===== config.mk =====
export PLATFORM = sky130hd
export DESIGN_NAME = nand_pio_seq
export DESIGN_NICKNAME = d
export VERILOG_FILES = /design/src/rtl/nand_pio_pkg.sv /design/src/rtl/nand_phase_plan.sv /design/src/rtl/nand_byte_timer.sv /design/src/rtl/nand_pio_seq.sv
export SDC_FILE = /design/constraint.sdc
export NUM_CORES = 1
export LEC_CHECK = 0
export BUFFER_PORTS_ARGS = -buffer_cell sky130_fd_sc_hd__buf_2
export CAP_MARGIN = 25
export CORE_AREA = 2 2 124 126
export DETAILED_ROUTE_END_ITERATION = 8
export DIE_AREA = 0 0 126 128
export PLACE_DENSITY = 0.67
export SYNTH_ARGS = -nofsm -noshare
export SYNTH_HDL_FRONTEND = slang
export SYNTH_SLANG_ARGS = --single-unit

===== constraint.sdc =====
create_clock -name clk -period 5.2 [get_ports clk]
set_input_delay 1.56 -clock clk [delete_from_list [all_inputs] [get_ports clk]]
set_output_delay 1.56 -clock clk [all_outputs]
set_load 0.1 [all_outputs]

===== src/rtl/nand_pio_pkg.sv =====
package nand_pio_pkg;

  localparam int CTRL_W = 14;

  typedef enum logic [2:0] {
    PH_IDLE,
    PH_CMD1,
    PH_ADDR,
    PH_CMD2,
    PH_DATA
  } phase_e;

  typedef enum logic [1:0] {
    ST_IDLE,
    ST_SETUP,
    ST_LOW,
    ST_HIGH
  } stage_e;

  typedef struct packed {
    logic [1:0] size_m1;
    logic [3:0] addr_cnt;
    logic       ce;
    logic       data_first;
    logic       cmd2_en;
    logic       rx;
    logic       data_en;
    logic       addr_en;
    logic       cmd1_en;
    logic       go;
  } ctrl_t;

endpackage


===== src/rtl/nand_phase_plan.sv =====
module nand_phase_plan
  import nand_pio_pkg::*;
(
  input  phase_e cur,
  input  ctrl_t  ctrl,
  output phase_e nxt
);

  phase_e ord [4];
  logic   en  [4];
  logic   passed;

  function automatic logic phase_on(phase_e p, ctrl_t c);
    case (p)
      PH_CMD1: phase_on = c.cmd1_en;
      PH_ADDR: phase_on = c.addr_en && (c.addr_cnt != 4'd0);
      PH_CMD2: phase_on = c.cmd2_en;
      PH_DATA: phase_on = c.data_en;
      default: phase_on = 1'b0;
    endcase
  endfunction

  always_comb begin
    ord[0] = PH_CMD1;
    ord[1] = PH_ADDR;
    ord[2] = ctrl.data_first ? PH_DATA : PH_CMD2;
    ord[3] = ctrl.data_first ? PH_CMD2 : PH_DATA;
    for (int i = 0; i < 4; i++) en[i] = phase_on(ord[i], ctrl);
  end

  always_comb begin
    passed = (cur == PH_IDLE);
    nxt    = PH_IDLE;
    for (int i = 0; i < 4; i++) begin
      if (passed && (nxt == PH_IDLE) && en[i]) nxt = ord[i];
      if (ord[i] == cur) passed = 1'b1;
    end
  end

endmodule


===== src/rtl/nand_byte_timer.sv =====
module nand_byte_timer
  import nand_pio_pkg::*;
#(
  parameter int TW = 4
) (
  input  logic          clk,
  input  logic          rst_n,
  input  logic          start,
  input  logic [TW-1:0] t_setup,
  input  logic [TW-1:0] t_low,
  input  logic [TW-1:0] t_high,
  output stage_e        stage,
  output logic          low_last,
  output logic          done
);

  logic [TW-1:0] cnt_q;
  logic [TW-1:0] lim;
  logic          at_lim;

  function automatic logic [TW-1:0] last_of(logic [TW-1:0] t);
    last_of = (t == '0) ? '0 : t - 1'b1;
  endfunction

  always_comb begin
    case (stage)
      ST_SETUP: lim = last_of(t_setup);
      ST_LOW:   lim = last_of(t_low);
      ST_HIGH:  lim = last_of(t_high);
      default:  lim = '0;
    endcase
  end

  assign at_lim   = (cnt_q == lim);
  assign low_last = (stage == ST_LOW) && at_lim;
  assign done     = (stage == ST_HIGH) && at_lim;

  always_ff @(posedge clk or negedge rst_n) begin
    if (!rst_n) begin
      stage <= ST_IDLE;
      cnt_q <= '0;
    end else if (start) begin
      stage <= ST_SETUP;
      cnt_q <= '0;
    end else begin
      case (stage)
        ST_SETUP: if (at_lim) begin stage <= ST_LOW;  cnt_q <= '0; end
                  else cnt_q <= cnt_q + 1'b1;
        ST_LOW:   if (at_lim) begin stage <= ST_HIGH; cnt_q <= '0; end
                  else cnt_q <= cnt_q + 1'b1;
        ST_HIGH:  if (at_lim) begin stage <= ST_IDLE; cnt_q <= '0; end
                  else cnt_q <= cnt_q + 1'b1;
        default:  cnt_q <= '0;
      endcase
    end
  end

endmodule


===== src/rtl/nand_pio_seq.sv =====
module nand_pio_seq
  import nand_pio_pkg::*;
#(
  parameter int DATA_BYTES = 4,
  parameter int ADDR_MAX   = 5,
  parameter int TW         = 4
) (
  input  logic                      clk,
  input  logic                      rst_n,
  input  logic                      ctrl_we,
  input  logic [CTRL_W-1:0]         ctrl_wdata,
  input  logic [7:0]                cmd1_i,
  input  logic [7:0]                cmd2_i,
  input  logic [31:0]               addr_lo_i,
  input  logic [8*(ADDR_MAX-4)-1:0] addr_hi_i,
  input  logic                      data_we,
  input  logic [8*DATA_BYTES-1:0]   data_wdata,
  input  logic [TW-1:0]             tim_setup,
  input  logic [TW-1:0]             tim_we_lo,
  input  logic [TW-1:0]             tim_we_hi,
  input  logic [TW-1:0]             tim_re_lo,
  input  logic [TW-1:0]             tim_re_hi,
  output logic                      busy,
  output logic [8*DATA_BYTES-1:0]   data_q,
  output logic                      nand_ce_n,
  output logic                      nand_cle,
  output logic                      nand_ale,
  output logic                      nand_we_n,
  output logic                      nand_re_n,
  output logic [7:0]                nand_io_out,
  output logic                      nand_io_oe,
  input  logic [7:0]                nand_io_in
);

  localparam int DWID   = 8 * DATA_BYTES;
  localparam int AWID   = 8 * ADDR_MAX;
  localparam int SIZEW  = $clog2(DATA_BYTES);
  localparam int BIDXW  = $clog2((ADDR_MAX > DATA_BYTES) ? ADDR_MAX : DATA_BYTES);
  localparam int NSLOT  = 1 << BIDXW;

  ctrl_t             ctrl_q;
  ctrl_t             ctrl_new;
  phase_e            phase_q;
  phase_e            first_ph;
  phase_e            next_ph;
  logic [7:0]        cmd1_q;
  logic [7:0]        cmd2_q;
  logic [AWID-1:0]   addr_q;
  logic [BIDXW-1:0]  bidx_q;
  logic [BIDXW-1:0]  last_idx;
  logic [3:0]        acnt_eff;
  logic [7:0]        abyte [NSLOT];
  logic [7:0]        dbyte [DATA_BYTES];
  logic              go_req;
  logic              is_read;
  logic              last_byte;
  logic              tmr_start;
  logic              tmr_done;
  logic              tmr_low_last;
  stage_e            tmr_stage;
  logic [TW-1:0]     t_low;
  logic [TW-1:0]     t_high;

  assign ctrl_new = ctrl_t'(ctrl_wdata);
  assign busy     = ctrl_q.go;
  assign go_req   = ctrl_we && ctrl_new.go && !busy;

  nand_phase_plan u_first (
    .cur  (PH_IDLE),
    .ctrl (ctrl_new),
    .nxt  (first_ph)
  );

  nand_phase_plan u_next (
    .cur  (phase_q),
    .ctrl (ctrl_q),
    .nxt  (next_ph)
  );

  assign is_read = (phase_q == PH_DATA) && ctrl_q.rx;
  assign t_low   = is_read ? tim_re_lo : tim_we_lo;
  assign t_high  = is_read ? tim_re_hi : tim_we_hi;

  assign acnt_eff = (ctrl_q.addr_cnt > 4'(ADDR_MAX)) ? 4'(ADDR_MAX) : ctrl_q.addr_cnt;

  always_comb begin
    case (phase_q)
      PH_ADDR: last_idx = BIDXW'(acnt_eff - 4'd1);
      PH_DATA: last_idx = BIDXW'(ctrl_q.size_m1);
      default: last_idx = '0;
    endcase
  end

  assign last_byte = (bidx_q == last_idx);
  assign tmr_start = (go_req && (first_ph != PH_IDLE)) ||
                     (tmr_done && !(last_byte && (next_ph == PH_IDLE)));

  nand_byte_timer #(.TW(TW)) u_timer (
    .clk      (clk),
    .rst_n    (rst_n),
    .start    (tmr_start),
    .t_setup  (tim_setup),
    .t_low    (t_low),
    .t_high   (t_high),
    .stage    (tmr_stage),
    .low_last (tmr_low_last),
    .done     (tmr_done)
  );

  // Sequencing state: captured at start, advanced at each byte end.
  always_ff @(posedge clk or negedge rst_n) begin
    if (!rst_n) begin
      ctrl_q  <= '0;
      phase_q <= PH_IDLE;
      bidx_q  <= '0;
      cmd1_q  <= '0;
      cmd2_q  <= '0;
      addr_q  <= '0;
    end else if (go_req) begin
      ctrl_q    <= ctrl_new;
      ctrl_q.go <= (first_ph != PH_IDLE);
      phase_q   <= first_ph;
      bidx_q    <= '0;
      cmd1_q    <= cmd1_i;
      cmd2_q    <= cmd2_i;
      addr_q    <= {addr_hi_i, addr_lo_i};
    end else if (tmr_done) begin
      if (!last_byte) begin
        bidx_q <= bidx_q + 1'b1;
      end else begin
        bidx_q  <= '0;
        phase_q <= next_ph;
        if (next_ph == PH_IDLE) ctrl_q.go <= 1'b0;
      end
    end
  end

  // Address byte slots; slots past ADDR_MAX read as zero.
  for (genvar g = 0; g < NSLOT; g++) begin : g_abyte
    if (g < ADDR_MAX) begin : g_live
      assign abyte[g] = addr_q[8*g +: 8];
    end else begin : g_pad
      assign abyte[g] = 8'h00;
    end
  end

  // Data register, one byte lane per generate step.
  for (genvar g = 0; g < DATA_BYTES; g++) begin : g_dlane
    always_ff @(posedge clk or negedge rst_n) begin
      if (!rst_n) begin
        dbyte[g] <= 8'h00;
      end else if (data_we && !busy) begin
        dbyte[g] <= data_wdata[8*g +: 8];
      end else if (tmr_low_last && is_read && (bidx_q[SIZEW-1:0] == SIZEW'(g))) begin
        dbyte[g] <= nand_io_in;
      end
    end
    assign data_q[8*g +: 8] = dbyte[g];
  end

  always_comb begin
    case (phase_q)
      PH_CMD1: nand_io_out = cmd1_q;
      PH_CMD2: nand_io_out = cmd2_q;
      PH_ADDR: nand_io_out = abyte[bidx_q];
      PH_DATA: nand_io_out = ctrl_q.rx ? 8'h00 : dbyte[bidx_q[SIZEW-1:0]];
      default: nand_io_out = 8'h00;
    endcase
  end

  assign nand_cle   = busy && ((phase_q == PH_CMD1) || (phase_q == PH_CMD2));
  assign nand_ale   = busy && (phase_q == PH_ADDR);
  assign nand_we_n  = !((tmr_stage == ST_LOW) && !is_read);
  assign nand_re_n  = !((tmr_stage == ST_LOW) && is_read);
  assign nand_io_oe = busy && !is_read;
  assign nand_ce_n  = !(busy && ctrl_q.ce);

endmodule


==> results.json <==
{
  "p_per_area_mw_per_mm2": 752,
  "relSlewSlack_pct": 38.2,
  "cts_tree": "yes",
  "max_freq_mhz": 227,
  "startpoint": "bidx_q[0]$_DFFE_PN0P_",
  "io_buffers": 180,
  "routabilityCongestion": 0.838,
  "hold_start": "addr_q[38]$_DFFE_PN0P_",
  "dp_hpwl_um": 13000,
  "synth_top_area_share_pct": 43.8,
  "tightest_slew_ns": 0.920,
  "drc_errors": 0,
  "vias_per_cell": 5.27,
  "path_buf_inv": 1,
  "synth-async-reset-ratio_pct": 100,
  "synth_seq_cells": 114,
  "arrival_ns": 2.84,
  "clkPwrFrac_pct": 22.3,
  "hold_depth": 2,
  "ir_drop_mv": 0.522,
  "wl_um": 17900,
  "root_buffer": "clkbuf_16",
  "netlist_area_mm2": 0.00651,
  "nets": 1037,
  "drive_above_1_share_pct": 28.5,
  "die_w_um": 126,
  "slew_viol_final": 0,
  "p_sw_share_pct": 50.3,
  "cts_sinks": 114,
  "period_share_pct": 84.6,
  "antenna_found_initial": 2,
  "syn_nets": 864,
  "fillers": 1380,
  "syn2layout_area_growth_pct": 27.7,
  "ys_top_cells_by_area": "dfrtp_1, nand2_1, mux2i_1, mux4_2, o21ai_1",
  "r2r-end": "data_q[30]$_DFFE_PN0P_",
  "dieArea_mm2": 0.0161,
  "ctsResizeCount": 0,
  "synth_edf_count": 0,
  "cts_buffers": 17,
  "r2r_slack_ns": 0.87,
  "hold_viol_final": 0,
  "grt_pass1_vias": 5795,
  "outcome": "finished, final reports clean",
  "grt_max_degree": 65,
  "holdPathEnd": "addr_q[38]$_DFFE_PN0P_",
  "cp_slowest_cell": "nor3_1",
  "critPathRequiredTime_ns": 3.64,
  "vias": 5754,
  "finalCriticalPeriod_ns": 4.40,
  "yosysSeqAreaShare_pct": 43.8,
  "overflow": 0,
  "most-common-layout-cells": "nand2_1, buf_2, dfrtp_1, mux2i_1, o21ai_1",
  "synth_top_area_cell": "dfrtp_1",
  "yosysWarningCount": 0,
  "avgSynthCellArea_um2": 9.07,
  "fin_setup_tns_ns": 0,
  "finalSetupViolCount": 0,
  "end_kind": "output port",
  "cap_viol_max_count": 0,
  "post_cts_buffers": 0,
  "cts_buffer_depth": 2,
  "r2r_cells": 11,
  "drtAntennaViolNets": 0,
  "p_int_mw": 3.10,
  "yosysUniqueCellTypes": 65,
  "clkTransAtPathRegs_ns": 0.05,
  "drt_iter0_drc": 387,
  "ios": 181,
  "worst_clock_skew_ns": 0.00700,
  "core_area_mm2": 0.0149,
  "power.share.combinational_pct": 51.4,
  "grt_setup_unrepaired": "no",
  "clock_latency_ns": 0.42,
  "p_leak_nw": 4.05,
  "r2r-start": "phase_q[2]$_DFFE_PN0P_",
  "p_sw_mw": 3.14,
  "netlist_instances": 718,
  "cp_cell_sequence": "nor3_1 > a22oi_1 > o221ai_1 > buf_2",
  "rows": 45,
  "crit_fanout": 12,
  "start_kind": "flop",
  "grt_pass1_wl_um": 29700,
  "slowest_delay_ns": 0.84,
  "ys.flop_type": "dfrtp_1",
  "layout_setup_ws_ns": 0.802,
  "multi_input_area_mm2": 0.00346,
  "preCtsSetupSlack_ns": 0.437,
  "wl_per_cell_um": 16.4,
  "first_pass_iters": 5,
  "hold_buffers": 0,
  "h-tree-depth": 4,
  "holdWs_ns": 0.471,
  "gr-usage-all-layers_pct": 23.3,
  "seqCellArea_mm2": 0.00285,
  "fp.dieH_um": 128,
  "cp_top_family": "simple AND/OR/NAND/NOR gates",
  "final_common_cell": "nand2_1",
  "seq_power_share_pct": 26.3,
  "num_antenna_cells": 0,
  "start_util_pct": 43.8,
  "critPathKind": "reg -> out",
  "hold_path_class": "reg -> reg"
}
-- synthesized netlist by cell type (all sizes together) (2+ instances only) --
| cell type | n |
|---|---|
| a21boi | 2 |
| nor4bb | 2 |
| nand2 | 269 |
| and3b | 3 |
| nor4 | 5 |
| clkbuf | 30 |
| nand2b | 7 |
| or3b | 4 |
| a211oi | 3 |
| a22oi | 8 |
| dfrtp | 114 |
| a21oi | 5 |
| buf | 9 |
| o21bai | 2 |
| o21a | 2 |
| nor3 | 13 |
| nor3b | 4 |
| o221ai | 9 |
| a311oi | 2 |
| xor2 | 3 |
| o2111ai | 3 |
| or3 | 2 |
| and3 | 2 |
| and4 | 2 |
| mux2 | 2 |
| o21ai | 37 |
| nand3 | 8 |
| nand3b | 2 |
| inv | 13 |
| ha | 12 |
| mux2i | 55 |
| mux4 | 16 |
| nand4 | 3 |
| nor2 | 27 |
| o22ai | 4 |
| nor2b | 6 |
| o22a | 2 |
| xnor2 | 8 |
-- registers in the layout (all words and copies together) (netlist names) --
register       count
cmd2_q             8
u_timer.cnt_q      4
cmd1_q             8
ctrl_q            13
u_timer.stage      2
addr_q            40
busy               1
data_q            32
bidx_q             3
phase_q            3
-- how the worst max path moves through the flow --
stage	end	slack [ns]	cells after the start
6_report	nand_io_out[7]	0.80	4
3_5_place_dp	data_q[28]$_DFFE_PN0P_	0.44	11
4_1_cts	nand_io_out[2]	0.72	4
3_3_place_gp	data_q[28]$_DFFE_PN0P_	0.54	11
5_1_grt	nand_io_out[6]	0.55	4
2_1_floorplan	nand_io_out[0]	0.24	5
-- per-layer routing --
metal	routed length [µm]	part of all wire (%)	vias up	track usage (%)
met2	8520	48	179	37.7
met5	7	0.039	-	0
met1	7840	44	2714	30.6
met4	298	1.7	2	7.50
met3	1240	6.9	27	6.39
li1	-	-	2832	-
-- power by group through the flow --
stage	Sequential (mW)	Clock, mW	Combinational, mW
CTS	1.64	1.41	3.23
global placement	1.65	0	3.20
global route	1.71	1.45	3.46
detailed placement	1.65	0	3.22
floorplan	2.39	0	1.80
finish	1.64	1.39	3.21
-- per-stage QoR --
stage,std cells,total power [mW],area (µm²),util [%]
global route,1092,6.62,8310,55.9
floorplan,718,4.20,6510,-
detailed placement,1060,4.87,7600,51.1
global placement,1060,4.84,7600,51.1
CTS,1092,6.28,8310,55.9
finish,1092,6.25,8310,55.9
-- area by class of cell --
type                       count  area share, %
clock buffer                  19           5.45
clock inverter                13           3.07
inverter                      13          0.587
multi-input combinational    552           41.7
sequential                   114           34.3
tap                          188           2.83
timing repair buffer         193           12.0
-- worst reg2reg max path, cell delays in order, from the launching register on --
cell      delay (ns)
dfrtp_1         0.63
and4bb_1        0.52
mux2i_1         0.30
ha_1            0.21
or3b_2          0.47
nand2_1         0.11
o22ai_1         0.09
a211oi_2        0.33
xnor2_1         0.28
or4_1           0.92
mux2i_1         0.27
o21ai_1         0.07
-- cell families (layout without fill, tap and decap cells) --
group,count (synthesis),count (layout),synth area share (%)
flip-flops,114,114,43.8
adder cells (fa/ha/maj),12,12,2.31
AO/OA/AOI/OAI,91,91,9.73
AND/OR/NAND/NOR,365,365,25.1
multiplexers,73,73,14.4
buffers and inverters,52,238,3.15
XOR/XNOR,11,11,1.48
Note: power is estimated with default switching activity, not from simulation.
